<file path="src/rtl/tseq_pkg.sv">
// Package: shared sizes and entry field positions for the timing sequencer.
// Assumes a 16-bit entry word; positions are fixed because software encodes them.
package tseq_pkg;
    localparam int ENTRY_W   = 16;
    localparam int REP_W     = 5;
    localparam int REP_LSB   = 0;
    localparam int SEL_BIT   = 5;
    localparam int CHAN_LSB  = 6;
    localparam int EXC_BIT   = 8;
    localparam int CAP_BIT   = 9;
    localparam int OSC_BIT   = 10;
    localparam int DAC_BIT   = 11;
    localparam int STOP_BIT  = 15;

    // Output group driven by the active entry
    typedef struct packed {
        logic       exc;
        logic       cap;
        logic       osc;
        logic       dac;
        logic [1:0] chan;
    } drive_t;
endpackage

</file>
<file path="src/rtl/tseq_entry_bank.sv">
// Module: tseq_entry_bank
// Holds the programmed state entries. A write lands only when lock is low
// and the address names an existing entry. Assumes the writer holds wr_addr
// and wr_data stable for the strobed cycle.
module tseq_entry_bank #(
    parameter int NUM   = 10,
    parameter int DW    = 16,
    parameter int AW    = 4
) (
    input  logic                     clk,
    input  logic                     rst_n,
    input  logic                     wr_en,
    input  logic [AW-1:0]            wr_addr,
    input  logic [DW-1:0]            wr_data,
    input  logic                     lock,
    output logic [NUM-1:0][DW-1:0]   tbl
);
    for (genvar g = 0; g < NUM; g++) begin : g_entry
        // Per-entry storage with idle-only write
        always_ff @(posedge clk) begin
            if (!rst_n)
                tbl[g] <= '0;
            else if (wr_en && !lock && (wr_addr == AW'(g)))
                tbl[g] <= wr_data;
        end
    end
endmodule

</file>
<file path="src/rtl/tseq_edge_sync.sv">
// Module: tseq_edge_sync
// Brings an asynchronous slow clock into the fast domain through STAGES
// flops and flags each rising edge for one fast cycle. Assumes the slow
// clock stays high and low for at least two fast cycles each.
module tseq_edge_sync #(
    parameter int STAGES = 2
) (
    input  logic clk,
    input  logic rst_n,
    input  logic async_in,
    output logic rise
);
    localparam int LEN = STAGES + 1;

    logic [LEN-1:0] sh;

    // Synchronizer chain plus one history flop for edge detection
    always_ff @(posedge clk) begin
        if (!rst_n)
            sh <= '0;
        else
            sh <= {sh[LEN-2:0], async_in};
    end

    // Rising edge: synchronized level high, previous level low
    always_comb rise = sh[STAGES-1] & ~sh[STAGES];
endmodule

</file>
<file path="src/rtl/tseq_engine.sv">
// Module: tseq_engine
// Steps through the entry table from index 0. Each entry's repeat counter
// advances on every fast cycle or on each slow rising edge, as its select
// bit chooses. The run ends after a stop entry or after the last entry.
// Assumes the table is stable while busy.
module tseq_engine
    import tseq_pkg::*;
#(
    parameter int NUM = 10,
    parameter int DW  = 16,
    parameter int IW  = $clog2(NUM)
) (
    input  logic                     clk,
    input  logic                     rst_n,
    input  logic                     start,
    input  logic                     slow_rise,
    input  logic [NUM-1:0][DW-1:0]   tbl,
    output logic                     busy,
    output logic [IW-1:0]            idx,
    output logic [REP_W-1:0]         cnt,
    output logic [DW-1:0]            cur
);
    logic tick;
    logic expire;
    logic last;
    logic unused_spare;

    // Pick the active entry without indexing past the table
    always_comb begin
        cur = '0;
        for (int i = 0; i < NUM; i++)
            if (idx == IW'(i))
                cur = tbl[i];
    end

    // Count enable, expiry and end-of-run decode
    always_comb begin
        tick   = cur[SEL_BIT] ? slow_rise : 1'b1;
        expire = tick && (cnt == cur[REP_LSB +: REP_W]);
        last   = cur[STOP_BIT] || (idx == IW'(NUM - 1));
    end

    assign unused_spare = ^cur[STOP_BIT-1:DAC_BIT+1];

    // Run state, entry index and repeat counter
    always_ff @(posedge clk) begin
        if (!rst_n) begin
            busy <= 1'b0;
            idx  <= '0;
            cnt  <= '0;
        end else if (!busy) begin
            if (start) begin
                busy <= 1'b1;
                idx  <= '0;
                cnt  <= '0;
            end
        end else if (expire) begin
            cnt <= '0;
            if (last)
                busy <= 1'b0;
            else
                idx <= idx + 1'b1;
        end else if (tick) begin
            cnt <= cnt + 1'b1;
        end
    end
endmodule

</file>
<file path="src/rtl/tseq_top.sv">
// Module: tseq_top
// Programmable timing state sequencer: entry table, slow-edge synchronizer
// and stepping engine, with outputs gated low while idle. Assumes slow_clk
// is much slower than clk.
module tseq_top
    import tseq_pkg::*;
#(
    parameter int NUM         = 10,
    parameter int AW          = 4,
    parameter int SYNC_STAGES = 2,
    localparam int IW         = $clog2(NUM)
) (
    input  logic                clk,
    input  logic                rst_n,
    input  logic                slow_clk,
    input  logic                start,
    input  logic                wr_en,
    input  logic [AW-1:0]       wr_addr,
    input  logic [ENTRY_W-1:0]  wr_data,
    output logic                busy,
    output logic                exc_en,
    output logic                cap_en,
    output logic                osc_en,
    output logic                dac_en,
    output logic [1:0]          chan
);
    logic [NUM-1:0][ENTRY_W-1:0] tbl;
    logic                        slow_rise;
    logic [IW-1:0]               idx;
    logic [REP_W-1:0]            cnt;
    logic [ENTRY_W-1:0]          cur;
    drive_t                      drv;

    tseq_entry_bank #(.NUM(NUM), .DW(ENTRY_W), .AW(AW)) u_bank (
        .clk     (clk),
        .rst_n   (rst_n),
        .wr_en   (wr_en),
        .wr_addr (wr_addr),
        .wr_data (wr_data),
        .lock    (busy),
        .tbl     (tbl)
    );

    tseq_edge_sync #(.STAGES(SYNC_STAGES)) u_sync (
        .clk      (clk),
        .rst_n    (rst_n),
        .async_in (slow_clk),
        .rise     (slow_rise)
    );

    tseq_engine #(.NUM(NUM), .DW(ENTRY_W)) u_engine (
        .clk       (clk),
        .rst_n     (rst_n),
        .start     (start),
        .slow_rise (slow_rise),
        .tbl       (tbl),
        .busy      (busy),
        .idx       (idx),
        .cnt       (cnt),
        .cur       (cur)
    );

    // Output group from the active entry, forced low when idle
    always_comb begin
        drv = '0;
        if (busy) begin
            drv.exc  = cur[EXC_BIT];
            drv.cap  = cur[CAP_BIT];
            drv.osc  = cur[OSC_BIT];
            drv.dac  = cur[DAC_BIT];
            drv.chan = cur[CHAN_LSB +: 2];
        end
    end

    assign exc_en = drv.exc;
    assign cap_en = drv.cap;
    assign osc_en = drv.osc;
    assign dac_en = drv.dac;
    assign chan   = drv.chan;
endmodule

</file>
<file path="config.mk">
export PLATFORM = sky130hd
export DESIGN_NAME = tseq_top
export DESIGN_NICKNAME = d
export VERILOG_FILES = /design/src/rtl/tseq_pkg.sv /design/src/rtl/tseq_entry_bank.sv /design/src/rtl/tseq_edge_sync.sv /design/src/rtl/tseq_engine.sv /design/src/rtl/tseq_top.sv
export SDC_FILE = /design/constraint.sdc
export NUM_CORES = 1
export LEC_CHECK = 0
export BUFFER_PORTS_ARGS = -buffer_cell sky130_fd_sc_hd__buf_2
export CAP_MARGIN = 10
export CORE_MARGIN = 4
export CORE_UTILIZATION = 45
export DETAILED_ROUTE_END_ITERATION = 10
export HOLD_SLACK_MARGIN = 0.12
export SETUP_SLACK_MARGIN = 0.4
export SLEW_MARGIN = 10
export SYNTH_ARGS = -nofsm -noshare
export SYNTH_HDL_FRONTEND = slang
export SYNTH_SLANG_ARGS = --single-unit
</file>
<file path="constraint.sdc">
create_clock -name clk -period 2.8 [get_ports clk]
set_input_delay 0.56 -clock clk [delete_from_list [all_inputs] [get_ports clk]]
set_output_delay 0.56 -clock clk [all_outputs]
set_load 0.01 [all_outputs]
</file>
After elaboration in Yosys (flattened, before gate mapping)
Index checks and enable logic that the tools add are counted.
W data, S select, Z words.
{"block": "word_totals", "ff_bits": 173, "latchBits": 0, "mem_bits_rw": 0, "rom_bits": 0, "in_bits": 25, "output_inout_bits": 7, "word_cells": 83, "mem_count": 0}
{"block": "op_classes", "add_sub_neg": 2, "n_mul": 0, "div": 0, "n_lt_le_gt_ge": 0, "eq_ne": 22, "shifts": 0, "muxes": 24, "n_bitwise": 2, "n_reduce_logical": 19}
{"op": "$mux W16", "count": 10}
{"op": "$eq A4 B3 Y1 const B", "count": 8}
{"op": "$mux W5", "count": 4}
{"op": "$eq A4 B2 Y1 const B", "count": 4}
{"op": "$eq A4 B4 Y1 const B", "count": 4}
{"op": "$mux W4", "count": 4}
{"op": "$logic_and A1 B1 Y1", "count": 12}
{"op": "$eq A4 B1 Y1 const B", "count": 2}
{"op": "$logic_not A4 Y1", "count": 2}
{"op": "$mux W6", "count": 1}
{"op": "$add A5 B1 Y5 const B", "count": 1}
{"op": "$eq A5 B5 Y1", "count": 1}
{"op": "$mux W1", "count": 5}
{"op": "$add A4 B1 Y4 const B", "count": 1}
{"op": "$ne A2 B2 Y1 const B", "count": 2}
{"op": "$ne A3 B3 Y1 const B", "count": 1}
{"op": "$reduce_and A3 Y1", "count": 1}
{"op": "$reduce_and A2 Y1", "count": 1}
{"op": "$reduce_bool A2 Y1", "count": 1}
{"op": "$and A1 B1 Y1", "count": 1}
{"op": "$logic_not A1 Y1", "count": 1}
{"op": "$logic_or A1 B1 Y1", "count": 1}
{"op": "$not A1 Y1", "count": 1}

Logic depth before layout (Yosys ltp)
{"block": "depth", "ltp_word": 15, "depth_mapped": 13, "depth_no_buf": 10}

Cells and area by module
From an unflattened synthesis, not the netlist that was laid out.
{"block": "hier_totals", "hier_cells": 901, "hier_area_um2": 8296.7}
{"module": "tseq_entry_bank", "n_inst": 1, "cells_each": 544, "area_per_inst_um2": 5798.1, "seq_area_each_um2": 3203.1}
{"module": "tseq_engine", "n_inst": 1, "cells_each": 344, "area_per_inst_um2": 2368.5, "seq_area_each_um2": 200.2}
{"module": "tseq_edge_sync", "n_inst": 1, "cells_each": 7, "area_per_inst_um2": 92.6, "seq_area_each_um2": 60.1}
{"module": "tseq_top", "n_inst": 1, "cells_each": 6, "area_per_inst_um2": 37.5, "seq_area_each_um2": 0.0}

Worst setup path before layout
Ideal clock, no wire load.
{"block": "synth_timing", "path_type": "register -> output", "from": "register u_engine.idx[0]", "to": "output port cap_en", "arrival_ns": 2.504, "t_required_ns": 2.240, "setup_slack_ns": -0.264, "stages_incl_launch_ff": 14, "path_buffers": 4, "path_cell_list": "dfxtp_1 -> inv_1 -> ha_1 -> buf_2 -> buf_2 -> clkbuf_1 -> clkbuf_1 -> a221oi_1 -> o31ai_1 -> nand2_1 -> a21oi_1 -> a21oi_1 -> o2111ai_1 -> nor4b_1"}
{"block": "synth_between", "elab_chain_len": 12, "word_cells_on_any_way": 21, "cone_classes": "9 x eq/ne; 11 x mux; 1 x reduce/logical"}
{"element": "start: declaration", "line": "tseq_engine.sv:19", "source": "output logic [IW-1:0] idx,"}
{"element": "start signal: assignment", "line": "tseq_engine.sv:62", "source": "idx <= idx + 1'b1;"}
{"element": "$logic_not A4 Y1", "line": "tseq_engine.sv:32", "source": "if (idx == IW'(i))"}
{"element": "$mux W16 (9 in series)", "line": "tseq_engine.sv:32"}
{"element": "$mux W16 (*)", "line": "tseq_engine.sv:32"}
{"element": "$mux W6 (*)", "line": "tseq_top.sv:66", "source": "if (busy) begin"}
{"element": "end: declaration", "line": "tseq_top.sv:22", "source": "output logic cap_en,"}
Mark *: on every way between the ends. The rest lies on a longest branch, timed or not.

Worst setup path in the final report
{"block": "layout_timing", "from": "register u_engine.idx[0]", "to": "output port exc_en"}
{"block": "layout_between", "elab_chain_len": 12, "word_cells_on_any_way": 21, "cone_classes": "9 x eq/ne; 11 x mux; 1 x reduce/logical"}
{"element": "$logic_not A4 Y1", "line": "tseq_engine.sv:32"}
{"element": "$mux W16 (9 in series)", "line": "tseq_engine.sv:32"}
{"element": "$mux W16 (*)", "line": "tseq_engine.sv:32"}
{"element": "$mux W6 (*)", "line": "tseq_top.sv:66"}
{"element": "end: declaration", "line": "tseq_top.sv:21", "source": "output logic exc_en,"}
Marked as above.

==> metrics.txt <==
# TYPE chip_impl_metric gauge
chip_impl_info{name="run_status",value="complete, but fails checks"} 1
chip_impl_info{name="failed_checks",value="setup timing"} 1
chip_impl_metric{name="multiInputGateArea",unit="mm2"} 0.00420
chip_impl_metric{name="first_pass_grt_wire_length",unit="um"} 33100
chip_impl_info{name="path_class",value="flop to output pin"} 1
chip_impl_metric{name="finalCritPeriodShare",unit="%"} 113
chip_impl_info{name="cell_repeated_most_along_the_worst_path",value="sky130_fd_sc_hd__a21oi_1"} 1
chip_impl_metric{name="dp.cells",unit=""} 1047
chip_impl_metric{name="finalWirelength",unit="um"} 20700
chip_impl_metric{name="cap_viol_max_count",unit=""} 0
chip_impl_metric{name="fin_util",unit="%"} 58.2
chip_impl_info{name="timing.hold.worst.class",value="primary input to flop"} 1
chip_impl_info{name="cp-start-kind",value="flop"} 1
chip_impl_metric{name="power.density",unit="mW/mm2"} 569
chip_impl_metric{name="finalCriticalPeriod",unit="ps"} 3170
chip_impl_metric{name="drive_above_1_share",unit="%"} 22.9
chip_impl_metric{name="cellInternalPower",unit="mW"} 3.79
chip_impl_info{name="postSynth.topFlopCell",value="sky130_fd_sc_hd__dfxtp_1"} 1
chip_impl_metric{name="netlist_instances",unit=""} 814
chip_impl_metric{name="synth_largest_type_area_fraction",unit="%"} 40.1
chip_impl_metric{name="power_switching_share",unit="%"} 25.3
chip_impl_metric{name="clock_sinks",unit=""} 142
chip_impl_metric{name="ir_worst_vdd",unit="mV"} 0.450
chip_impl_info{name="synthMostInstantiatedCell",value="sky130_fd_sc_hd__dfxtp_1"} 1
chip_impl_info{name="crit_family",value="compound AO/OA/AOI/OAI gates"} 1
chip_impl_metric{name="grt_max_degree",unit=""} 81
chip_impl_metric{name="core.rowCount",unit=""} 45
chip_impl_metric{name="layout.filler_cells",unit=""} 1339
chip_impl_metric{name="share_comb_of_total_power",unit="%"} 14.7
chip_impl_metric{name="synth_area",unit="mm2"} 0.00709
chip_impl_metric{name="cp_bufs_invs",unit=""} 4
chip_impl_metric{name="pin_slew_with_the_least_headroom_to_its_limit",unit="ps"} 927
chip_impl_metric{name="synth_enable_flop_cells",unit=""} 0
chip_impl_metric{name="setup-violations-final",unit=""} 16
chip_impl_info{name="tritoncts",value="yes"} 1
chip_impl_metric{name="dp_hpwl",unit="um"} 13400
chip_impl_metric{name="clock_insertion_delay_worst_skew",unit="ps"} 430
chip_impl_info{name="worstPathCellList",value="inv_4 > buf_6 > ha_4 > buf_12 > nor2b_4 > o31ai_2 > nand2_1 > a21oi_1 > a21oi_1 > o2111ai_1 > nor4b_4 > buf_2"} 1
chip_impl_info{name="netlist_top_cells_area",value="sky130_fd_sc_hd__dfxtp_1 40%, sky130_fd_sc_hd__mux2i_1 13%, sky130_fd_sc_hd__nor2b_1 10%"} 1
chip_impl_metric{name="initial_core_util",unit="%"} 46.3
chip_impl_metric{name="crit_arrival",unit="ps"} 2610
chip_impl_metric{name="gpl_congestion",unit=""} 0.829
chip_impl_metric{name="drc_errors",unit=""} 0
chip_impl_metric{name="synthesis.nets",unit=""} 844
chip_impl_info{name="timing.critical_path.to_type",value="output pin"} 1
chip_impl_metric{name="routed-via-count",unit=""} 6104
chip_impl_info{name="yosysTopAreaCell",value="sky130_fd_sc_hd__dfxtp_1"} 1
chip_impl_metric{name="power_frac_seq",unit="%"} 40.9
chip_impl_metric{name="grt.overflow.total",unit=""} 0
chip_impl_metric{name="starting_drt_drc_count",unit=""} 390
chip_impl_metric{name="detail_route.wl_per_cell",unit="um"} 18.9
chip_impl_metric{name="drt.antenna.violating_nets",unit=""} 0
chip_impl_metric{name="post_synthesis_async_set_or_reset_flop_share",unit="%"} 0
chip_impl_metric{name="worst-endpoint-required",unit="ps"} 2240
chip_impl_metric{name="detail_route.first_pass.iterations",unit=""} 5
chip_impl_metric{name="postSynthRegisterBits",unit=""} 142
chip_impl_metric{name="synth-seq-area-share",unit="%"} 40.1
chip_impl_metric{name="port_buffers",unit=""} 28
chip_impl_metric{name="final.setup.worst_slack",unit="ps"} -365
chip_impl_metric{name="ctsHtreeMaxLevel",unit=""} 4
chip_impl_metric{name="p_sw",unit="mW"} 1.28
chip_impl_metric{name="cp_max_fo",unit=""} 6
chip_impl_metric{name="fraction_of_power_consumed_by_the_clock_network",unit="%"} 44.4
chip_impl_metric{name="num-nets-final",unit=""} 906
chip_impl_metric{name="cts-root-to-sink-buffers",unit=""} 2
chip_impl_metric{name="number_of_buffers_created_by_cts",unit=""} 17
chip_impl_info{name="synth.top_cells.by_count",value="142 x sky130_fd_sc_hd__dfxtp_1, 113 x sky130_fd_sc_hd__nor2b_1, 108 x sky130_fd_sc_hd__nand2_1, 91 x sky130_fd_sc_hd__mux2i_1, 44 x sky130_fd_sc_hd__clkbuf_1"} 1
chip_impl_metric{name="antenna_found_initial",unit=""} 0
chip_impl_metric{name="design_power_total",unit="mW"} 5.07
chip_impl_metric{name="skew",unit="ps"} 6.71
chip_impl_metric{name="antenna_cells",unit=""} 0
chip_impl_metric{name="core_area",unit="mm2"} 0.0153
chip_impl_info{name="critPathSlowestCell",value="sky130_fd_sc_hd__dfxtp_4"} 1
chip_impl_info{name="rsz0062_at_grt",value="true"} 1
chip_impl_metric{name="number_of_global_route_vias_before_repair",unit=""} 6342
chip_impl_metric{name="max_clock_freq",unit="GHz"} 0.316
chip_impl_metric{name="synth_cell_types",unit=""} 61
chip_impl_metric{name="slew_headroom",unit="%"} 38.1
chip_impl_metric{name="sequential_cell_area",unit="mm2"} 0.00285
chip_impl_metric{name="power_leakage",unit="nW"} 3.78
chip_impl_metric{name="die_ar",unit="mm2"} 0.0178
chip_impl_metric{name="global_route.usage.total",unit="%"} 23.7
chip_impl_metric{name="synthToLayoutAreaGrowth",unit="%"} 25.7
chip_impl_metric{name="drv_slew",unit=""} 0
chip_impl_metric{name="finish.cell_count_without_fillers",unit=""} 1100
chip_impl_metric{name="floorplan.io_pins",unit=""} 32
chip_impl_metric{name="synth.avg_cell_area",unit="um2"} 8.71
chip_impl_metric{name="final-hold-violation-count",unit=""} 0
chip_impl_metric{name="clkSlewWorstSetupHoldPaths",unit="ps"} 60
chip_impl_metric{name="synth-warning-count",unit=""} 0
chip_impl_info{name="clock-root-buffer",value="sky130_fd_sc_hd__clkbuf_16"} 1
chip_impl_metric{name="die_h",unit="um"} 134
chip_impl_metric{name="via_per_inst",unit=""} 5.55
chip_impl_metric{name="die_width",unit="um"} 134
chip_impl_metric{name="longest_individual_stage_delay_on_the_worst_path",unit="ps"} 390
what timing repair did:
item,in CTS,in global routing
gates cloned,0,1
hold buffers,0,0
setup endpoints to repair,16,55
pin swaps,18,23
gates resized for setup,43,28
setup buffers,11,9
hold endpoints to repair,0,0
cells in the final DEF (no fill, tap or decap), types with 4 or more instances in the layout:
| master | instances |
|---|---|
| sky130_fd_sc_hd__a21boi_0 | 39 |
| sky130_fd_sc_hd__a21oi_1 | 28 |
| sky130_fd_sc_hd__a21oi_2 | 7 |
| sky130_fd_sc_hd__a221oi_1 | 4 |
| sky130_fd_sc_hd__a221oi_2 | 8 |
| sky130_fd_sc_hd__a31oi_1 | 6 |
| sky130_fd_sc_hd__and2_1 | 6 |
| sky130_fd_sc_hd__and3_1 | 5 |
| sky130_fd_sc_hd__buf_12 | 7 |
| sky130_fd_sc_hd__buf_2 | 27 |
| sky130_fd_sc_hd__buf_4 | 66 |
| sky130_fd_sc_hd__buf_6 | 11 |
| sky130_fd_sc_hd__clkbuf_16 | 19 |
| sky130_fd_sc_hd__clkinv_2 | 6 |
| sky130_fd_sc_hd__dfxtp_1 | 140 |
| sky130_fd_sc_hd__inv_1 | 11 |
| sky130_fd_sc_hd__mux2i_1 | 91 |
| sky130_fd_sc_hd__nand2_1 | 105 |
| sky130_fd_sc_hd__nand2b_1 | 6 |
| sky130_fd_sc_hd__nand3_1 | 28 |
| sky130_fd_sc_hd__nand3b_1 | 12 |
| sky130_fd_sc_hd__nor2_1 | 21 |
| sky130_fd_sc_hd__nor2b_1 | 109 |
| sky130_fd_sc_hd__nor4b_4 | 5 |
| sky130_fd_sc_hd__o21a_1 | 4 |
| sky130_fd_sc_hd__o21ai_0 | 11 |
| sky130_fd_sc_hd__o22ai_1 | 10 |
| sky130_fd_sc_hd__o31ai_2 | 4 |
power by group through the flow:
stage | sequential (mW) | clock, mW | combinational (mW)
global route | 2.08 | 2.39 | 0.795
finish | 2.07 | 2.25 | 0.745
floorplan | 2.11 | 0 | 0.382
global placement | 2.11 | 0 | 0.600
detailed placement | 2.11 | 0 | 0.610
CTS | 2.07 | 2.28 | 0.678
final cells by class:
| class | count | area share, % |
|---|---|---|
| Sequential cell | 142 | 32.0 |
| Clock buffer | 21 | 5.29 |
| Timing Repair Buffer | 114 | 10.7 |
| Inverter | 14 | 0.646 |
| Multi-Input combinational cell | 587 | 47.2 |
| Tap cell | 211 | 2.96 |
| Clock inverter | 11 | 1.28 |
sequential cells by signal, indices dropped and copies added, names as in the netlist:
| register | flops |
|---|---|
| u_engine.idx | 4 |
| u_engine.cnt | 5 |
| u_engine.busy | 1 |
| u_sync.sh | 3 |
| u_bank.tbl | 129 |
through the flow:
step | setup TNS (ps) | hold slack, ps | setup WS [ps] | cell area, um2
floorplan | 0 | 412 | 146 | 7270
global placement | -807 | 420 | -102 | 7840
detailed placement | -1420 | 436 | -165 | 7840
CTS | -2760 | 328 | -386 | 8690
global route | -6310 | 329 | -540 | 8910
finish | -4600 | 338 | -365 | 8910
kinds of logic (layout without fill, tap and decap cells):
group	count (synthesis)	after routing	synth area share, %
buffers and inverters	85	160	5.14
muxes	91	91	12.8
xor gates and xnor gates	5	5	0.618
adders and majority gates	5	5	0.882
and+or+nand+nor	332	332	25.4
AOI/OAI and AO/OA	154	154	15.0
DFF	142	142	40.1
metal layers:
layer  global-route usage, %  up-vias  share of wire, %
li1                        -     2950                 -
met1                    28.1     2982                42
met2                    41.3      127                50
met3                    5.25       45               4.3
met4                    9.94        0               2.8
met5                       0        -                 0
path summary, 6_finish.rpt:
check                           depth (start not counted)  slack (ps)                           end                          from
worst max register to register                         15        -330  u_engine.idx[3]$_SDFFE_PN0P_  u_engine.idx[0]$_SDFFE_PN0P_
worst min register to register                          1         440       u_sync.sh[1]$_SDFF_PN0_       u_sync.sh[0]$_SDFF_PN0_
worst max-delay path                                   12        -370                        exc_en  u_engine.idx[0]$_SDFFE_PN0P_
worst min-delay path                                    2         340       u_sync.sh[0]$_SDFF_PN0_                      slow_clk
Note: power is estimated with default switching activity, not from simulation.
